<file path="config.mk">
export PLATFORM = sky130hd
export DESIGN_NAME = gf31_lfsr
export DESIGN_NICKNAME = d
export VERILOG_FILES = /design/src/rtl/gf31_pkg.sv /design/src/rtl/gf31_feedback.sv /design/src/rtl/gf31_seq.sv /design/src/rtl/gf31_lfsr.sv
export SDC_FILE = /design/constraint.sdc
export NUM_CORES = 2
export LEC_CHECK = 0
export BUFFER_PORTS_ARGS = -buffer_cell sky130_fd_sc_hd__buf_2
export CAP_MARGIN = 10
export CORE_MARGIN = 4
export CORE_UTILIZATION = 55
export CTS_CLUSTER_DIAMETER = 50
export DETAILED_ROUTE_END_ITERATION = 6
export PLACE_DENSITY_LB_ADDON = 0.25
export SLEW_MARGIN = 5
export SYNTH_ARGS = -nofsm -noshare
export SYNTH_HDL_FRONTEND = slang
export SYNTH_SLANG_ARGS = --single-unit
</file>
<file path="constraint.sdc">
create_clock -name clk -period 25.5 [get_ports clk]
set_clock_uncertainty 0.05 [all_clocks]
set_input_delay 3.825 -clock clk [delete_from_list [all_inputs] [get_ports clk]]
set_output_delay 3.825 -clock clk [all_outputs]
set_load 0.05 [all_outputs]
</file>
<file path="src/rtl/gf31_pkg.sv">
package gf31_pkg;
    localparam int CELL_W     = 31;
    localparam int WORD_W     = 32;
    localparam int NCELL      = 16;
    localparam int INIT_STEPS = 32;
    localparam int HALF_W     = WORD_W / 2;

    // rotation amounts of the feedback terms
    localparam int ROT_A = 8;   // applied to cell 0
    localparam int ROT_B = 20;  // cell 4
    localparam int ROT_C = 21;  // cell 10
    localparam int ROT_D = 17;  // cell 13
    localparam int ROT_E = 15;  // cell 15

    typedef logic [CELL_W-1:0] cell_t;
    typedef cell_t [NCELL-1:0] cells_t;

    typedef enum logic [1:0] {PH_IDLE, PH_INIT, PH_DISCARD, PH_STREAM} phase_e;

    function automatic cell_t rotl(input cell_t v, input int k);
        return (v << k) | (v >> (CELL_W - k));
    endfunction

    // addition modulo 2^31-1 with end-around carry
    function automatic cell_t addm(input cell_t a, input cell_t b);
        logic [CELL_W:0] s;
        s = {1'b0, a} + {1'b0, b};
        return s[CELL_W-1:0] + {{(CELL_W-1){1'b0}}, s[CELL_W]};
    endfunction
endpackage

</file>
<file path="src/rtl/gf31_feedback.sv">
module gf31_feedback
    import gf31_pkg::*;
(
    input  cell_t s0,
    input  cell_t s4,
    input  cell_t s10,
    input  cell_t s13,
    input  cell_t s15,
    input  cell_t inj,
    input  logic  init_mode,
    output cell_t fb
);
    cell_t acc;

    always_comb begin
        acc = s0;
        acc = addm(acc, rotl(s0,  ROT_A));
        acc = addm(acc, rotl(s4,  ROT_B));
        acc = addm(acc, rotl(s10, ROT_C));
        acc = addm(acc, rotl(s13, ROT_D));
        acc = addm(acc, rotl(s15, ROT_E));
        if (init_mode) begin
            acc = addm(acc, inj);
        end
        fb = acc;
    end
endmodule

</file>
<file path="src/rtl/gf31_seq.sv">
module gf31_seq
    import gf31_pkg::*;
#(
    parameter int STEPS = INIT_STEPS
) (
    input  logic clk,
    input  logic rst_n,
    input  logic start,
    input  logic ks_ready,
    output logic step,
    output logic init_mode,
    output logic busy,
    output logic ks_valid
);
    localparam int CNT_W = $clog2(STEPS + 1);

    typedef struct packed {
        phase_e           ph;
        logic [CNT_W-1:0] cnt;
    } seq_t;

    seq_t seq_d, seq_q;

    always_comb begin
        seq_d     = seq_q;
        step      = 1'b0;
        init_mode = 1'b0;
        unique case (seq_q.ph)
            PH_IDLE: ;
            PH_INIT: begin
                step      = 1'b1;
                init_mode = 1'b1;
                if (seq_q.cnt == CNT_W'(STEPS - 1)) begin
                    seq_d.ph  = PH_DISCARD;
                    seq_d.cnt = '0;
                end else begin
                    seq_d.cnt = seq_q.cnt + 1'b1;
                end
            end
            PH_DISCARD: begin
                step     = 1'b1;
                seq_d.ph = PH_STREAM;
            end
            PH_STREAM: step = ks_ready;
            default: ;
        endcase
        if (start) begin
            seq_d.ph  = PH_INIT;
            seq_d.cnt = '0;
            step      = 1'b0;
            init_mode = 1'b0;
        end
    end

    always_ff @(posedge clk or negedge rst_n) begin
        if (!rst_n) begin
            seq_q <= '{ph: PH_IDLE, cnt: '0};
        end else begin
            seq_q <= seq_d;
        end
    end

    assign busy     = (seq_q.ph == PH_INIT) || (seq_q.ph == PH_DISCARD);
    assign ks_valid = (seq_q.ph == PH_STREAM);

    AST_INIT_BOUND: assert property (@(posedge clk) disable iff (!rst_n)
        (seq_q.ph == PH_INIT) |-> (int'(seq_q.cnt) < STEPS));
    AST_VALID_AFTER_DISCARD: assert property (@(posedge clk) disable iff (!rst_n)
        (seq_q.ph == PH_DISCARD && !start) |=> (ks_valid && !busy));
    AST_VALID_STICKY: assert property (@(posedge clk) disable iff (!rst_n)
        (ks_valid && !ks_ready && !start) |=> ks_valid);
endmodule

</file>
<file path="src/rtl/gf31_lfsr.sv">
module gf31_lfsr
    import gf31_pkg::*;
#(
    parameter int STEPS = INIT_STEPS
) (
    input  logic                    clk,
    input  logic                    rst_n,
    input  logic                    start,
    input  logic [NCELL*CELL_W-1:0] seed_i,
    input  logic [WORD_W-1:0]       w_in,
    input  logic                    ks_ready,
    output logic                    busy,
    output logic                    ks_valid,
    output logic [WORD_W-1:0]       ks_word,
    output logic [WORD_W-1:0]       x0,
    output logic [WORD_W-1:0]       x1,
    output logic [WORD_W-1:0]       x2,
    output logic [WORD_W-1:0]       x3
);
    localparam int TOP = NCELL - 1;

    typedef struct packed {
        cells_t cells;
    } reg_t;

    reg_t  st_d, st_q;
    logic  step, init_mode;
    cell_t fb;

    gf31_seq #(.STEPS(STEPS)) i_seq (
        .clk       (clk),
        .rst_n     (rst_n),
        .start     (start),
        .ks_ready  (ks_ready),
        .step      (step),
        .init_mode (init_mode),
        .busy      (busy),
        .ks_valid  (ks_valid)
    );

    gf31_feedback i_fb (
        .s0        (st_q.cells[0]),
        .s4        (st_q.cells[4]),
        .s10       (st_q.cells[10]),
        .s13       (st_q.cells[13]),
        .s15       (st_q.cells[TOP]),
        .inj       (w_in[WORD_W-1:1]),
        .init_mode (init_mode),
        .fb        (fb)
    );

    always_comb begin
        st_d = st_q;
        if (start) begin
            st_d.cells = cells_t'(seed_i);
        end else if (step) begin
            for (int i = 0; i < TOP; i++) begin
                st_d.cells[i] = st_q.cells[i+1];
            end
            st_d.cells[TOP] = fb;
        end
    end

    always_ff @(posedge clk or negedge rst_n) begin
        if (!rst_n) begin
            st_q <= '0;
        end else begin
            st_q <= st_d;
        end
    end

    // word reorganization: high half of a cell or low half of a cell
    assign x0 = {st_q.cells[15][CELL_W-1:CELL_W-HALF_W], st_q.cells[14][HALF_W-1:0]};
    assign x1 = {st_q.cells[11][HALF_W-1:0], st_q.cells[9][CELL_W-1:CELL_W-HALF_W]};
    assign x2 = {st_q.cells[7][HALF_W-1:0],  st_q.cells[5][CELL_W-1:CELL_W-HALF_W]};
    assign x3 = {st_q.cells[2][HALF_W-1:0],  st_q.cells[0][CELL_W-1:CELL_W-HALF_W]};

    assign ks_word = w_in ^ x3;

    AST_SHIFT_DOWN: assert property (@(posedge clk) disable iff (!rst_n)
        (step && !start) |=> (st_q.cells[0] == $past(st_q.cells[1])));
    AST_HOLD_NO_STEP: assert property (@(posedge clk) disable iff (!rst_n)
        (!step && !start) |=> $stable(st_q.cells));
    AST_LOAD_SEED: assert property (@(posedge clk) disable iff (!rst_n)
        start |=> (st_q.cells[TOP] == $past(seed_i[NCELL*CELL_W-1 -: CELL_W])));
endmodule

</file>
==> impl_summary.log <==
INFO  metric place.detailed.hpwl = 114,000 um
INFO  metric timing_worst_setup_path_type = flop to flop
INFO  metric multi_input_comb_area = between 20,000 and 25,000 sq um
INFO  metric clock.fmax = between 0.04 and 0.05 GHz
INFO  metric grt_setup_unrepaired = false
INFO  metric cts.root.buffer_cell = sky130_fd_sc_hd__clkbuf_16
INFO  metric cts_htree_levels = 3
INFO  metric cts_tree = yes
INFO  metric drtIter0Drc = about 3,600
INFO  metric globalplace.congestion = roughly 0.98
INFO  metric port_buffers = 693
INFO  metric min_period = between 20 and 25 ns
INFO  metric cts_hold_buffers = 0
INFO  metric ys_seq_area_frac = 0.325
INFO  metric yosysUniqueCellTypes = 117
INFO  metric cts_buffer_count = 70
INFO  metric seq_area = between 10,000 and 15,000 sq um
INFO  metric cp_slowest_stage_delay = between 0.6 and 0.7 ns
INFO  metric cell_area_after_technology_mapping = 38,800 sq um
INFO  metric drv_slew = 0
INFO  metric max_slew_margin = 0.0399
INFO  metric synthCells = about 4,500
INFO  metric cap_violations = 0
INFO  metric number_of_antenna_violations_at_the_first_check_in_global_routing = 24
INFO  metric grt_pass1_vias = 34,300
INFO  metric finish.net_count = 5,703
INFO  metric drc = 9
INFO  metric synth-async-reset-ratio = 1.00
INFO  metric gr_met2_demand_resource = 0.579
INFO  metric tritoncts_num_sinks = about 500
INFO  metric result_of_the_run = finished with violations
INFO  metric design.core.area = ~70,000 sq um
INFO  metric finalHoldViolations = 0
INFO  metric finalSetupTns = 0 ns
INFO  metric groute.layer.met1.usage = 0.481
INFO  metric areaGrowthSynthToFinish = 14.8%
INFO  metric postSynthRegisterBits = between 500 and 600
INFO  metric synth.top_cells.by_area = sky130_fd_sc_hd__dfrtp_1 32%, sky130_fd_sc_hd__mux2i_1 12%, sky130_fd_sc_hd__o21ai_0 7.4%
INFO  metric die_w = about 270 um
INFO  metric cts.path.max_buffers = 3
INFO  metric synth_area_leader_cell = sky130_fd_sc_hd__dfrtp_1
INFO  metric io-pin-count = 694
INFO  metric final_min_period_over_clock_period = 0.922
INFO  metric clk_latency = 0.61 ns
INFO  metric worstSetupStartpointType = flop
INFO  metric yosysWarnings = 0
INFO  metric path_clk_slew = roughly 0.060 ns
INFO  metric layout.cells.most_common = sky130_fd_sc_hd__buf_2
INFO  metric required = 25.99 ns
INFO  metric count_of_vias_placed_by_the_detailed_router = ~37,000
INFO  metric routedWlPerCell = ~24 um
INFO  metric critical_path_peak_fanout = 11
INFO  metric grt_util_met3 = 0.0595
INFO  metric rows = 97
INFO  metric synth.top_cell.area_share = 0.325
INFO  metric detail_route.first_pass.iterations = 7
INFO  metric drt_wl_total = about 140,000 um
INFO  metric postSynthAreaPerCell = ~8.6 sq um
INFO  metric grt_max_degree = around 280
INFO  metric via_per_inst = around 6.2
INFO  metric globalRouteTotalUtil = 0.366
INFO  metric hold_crit_class = flop to flop
INFO  metric violations = design-rule violations
INFO  metric layout.cells.most_common_list = 691 x sky130_fd_sc_hd__buf_2, 673 x sky130_fd_sc_hd__nand2_1, 572 x sky130_fd_sc_hd__o21ai_0
INFO  metric grt_first_pass_wirelength = 209,000 um
INFO  metric ant_nets = 0
INFO  metric worst_ep_arrival_time = about 24 ns
INFO  metric cpMaxStageDelayCell = sky130_fd_sc_hd__or4b_1
INFO  metric final-setup-viol-count = 0
INFO  metric die_area = 74,900 sq um
INFO  metric floorplan.initialDensity = 0.555
INFO  metric n_fill_cell = between 6,000 and 7,000
INFO  metric syn_nets = roughly 5,300
INFO  metric ys.flop_type = sky130_fd_sc_hd__dfrtp_1
INFO  metric synth_edf_count = 0
INFO  metric grt-ovfl-total = 0
INFO  metric fp.dieH = roughly 270 um
INFO  metric sort_of_element_at_the_end_of_the_critical_path = flop
INFO  metric grt.busiest_layer = met2
INFO  metric crit_path_frequent_cell = sky130_fd_sc_hd__ha_1
INFO  metric max_slew.worst_pin.slew = between 1 and 1.5 ns
INFO  metric final_layout_size_suffix_gt1_frac = 0.184
-- worst max-delay path: cells and delay by family (launching register included) --
kind	cells	cell delay, ns
AOI/OAI and AO/OA	43	8.04
DFF	1	0.41
adders and majority gates	15	4.46
xor gates and xnor gates	5	0.88
and+or+nand+nor	41	9.26
muxes	1	0.28
-- per-stage QoR --
step	area (sq um)	util	hold slack (ns)	setup slack, ns	cells
2_1_floorplan	38800	-	0.432	4.12	4526
3_3_place_gp	41900	0.598	0.463	1.37	5824
3_5_place_dp	41900	0.598	0.475	0.808	5824
4_1_cts	44400	0.633	0.484	0.661	5950
5_1_grt	44600	0.636	0.518	0.0468	5974
6_report	44600	0.636	0.483	1.98	5976
-- sequential cells by signal, indices dropped and copies added, names as in the netlist --
signal	count
st_q	368
x0	32
x1	32
x2	32
x3	32
i_seq.seq_q	8
-- what timing repair did --
action,CTS,global route
setup endpoints to repair,0,31
gates resized for setup,0,35
setup buffers,0,3
-- cell type report --
cell class	count	share of cell area
Antenna cell	23	0.00129
Sequential cell	504	0.283
Timing Repair Buffer	711	0.0830
Tap cell	940	0.0264
Clock buffer	88	0.0424
Inverter	99	0.00834
Multi-Input combinational cell	3573	0.543
Clock inverter	38	0.0129
-- cell families after synthesis --
logic type | count (synthesis) | synth area share
and+or+nand+nor | 1369 | 0.167
xor gates and xnor gates | 307 | 0.0692
muxes | 477 | 0.123
DFF | 504 | 0.325
AOI/OAI and AO/OA | 1208 | 0.190
adders and majority gates | 212 | 0.0694
buffers and inverters | 449 | 0.0565
-- worst paths after layout --
check	start	to	slack, ns	cells after the start
setup / recovery	st_q[10]$_DFFE_PN0P_	x0[28]$_DFFE_PN0P_	1.98	105
hold / removal	i_seq.seq_q[0]$_DFFE_PN0P_	i_seq.seq_q[0]$_DFFE_PN0P_	0.48	1
setup reg to reg	st_q[10]$_DFFE_PN0P_	x0[28]$_DFFE_PN0P_	1.98	105
hold reg to reg	i_seq.seq_q[0]$_DFFE_PN0P_	i_seq.seq_q[0]$_DFFE_PN0P_	0.48	1
max in group asynchronous	rst_n	x1[14]$_DFFE_PN0P_	18.35	5
min in group asynchronous	rst_n	st_q[45]$_DFFE_PN0P_	3.18	1
-- cell usage after synthesis, types with 50 or more instances --
master / count
sky130_fd_sc_hd__clkbuf_1: 175
sky130_fd_sc_hd__nor2_1: 167
sky130_fd_sc_hd__inv_1: 98
sky130_fd_sc_hd__a21o_1: 81
sky130_fd_sc_hd__xor2_1: 123
sky130_fd_sc_hd__ha_1: 206
sky130_fd_sc_hd__nand2_1: 673
sky130_fd_sc_hd__a21oi_1: 196
sky130_fd_sc_hd__dfrtp_1: 504
sky130_fd_sc_hd__mux2i_1: 474
sky130_fd_sc_hd__nand4_1: 51
sky130_fd_sc_hd__xnor2_1: 184
sky130_fd_sc_hd__buf_4: 129
sky130_fd_sc_hd__nor3_1: 104
sky130_fd_sc_hd__nand3_1: 105
sky130_fd_sc_hd__a211oi_1: 50
sky130_fd_sc_hd__o21ai_0: 574
-- per-layer routing --
layer,up-vias,wire length (um),share of wire
li1,17100,-,-
met1,17800,58500,0.40
met2,1634,66300,0.46
met3,386,10900,0.075
met4,2,8920,0.062
met5,-,13,0.000090
Power is not shown: default switching activity piles up to over one toggle a cycle in this logic, so the estimate is an artifact.
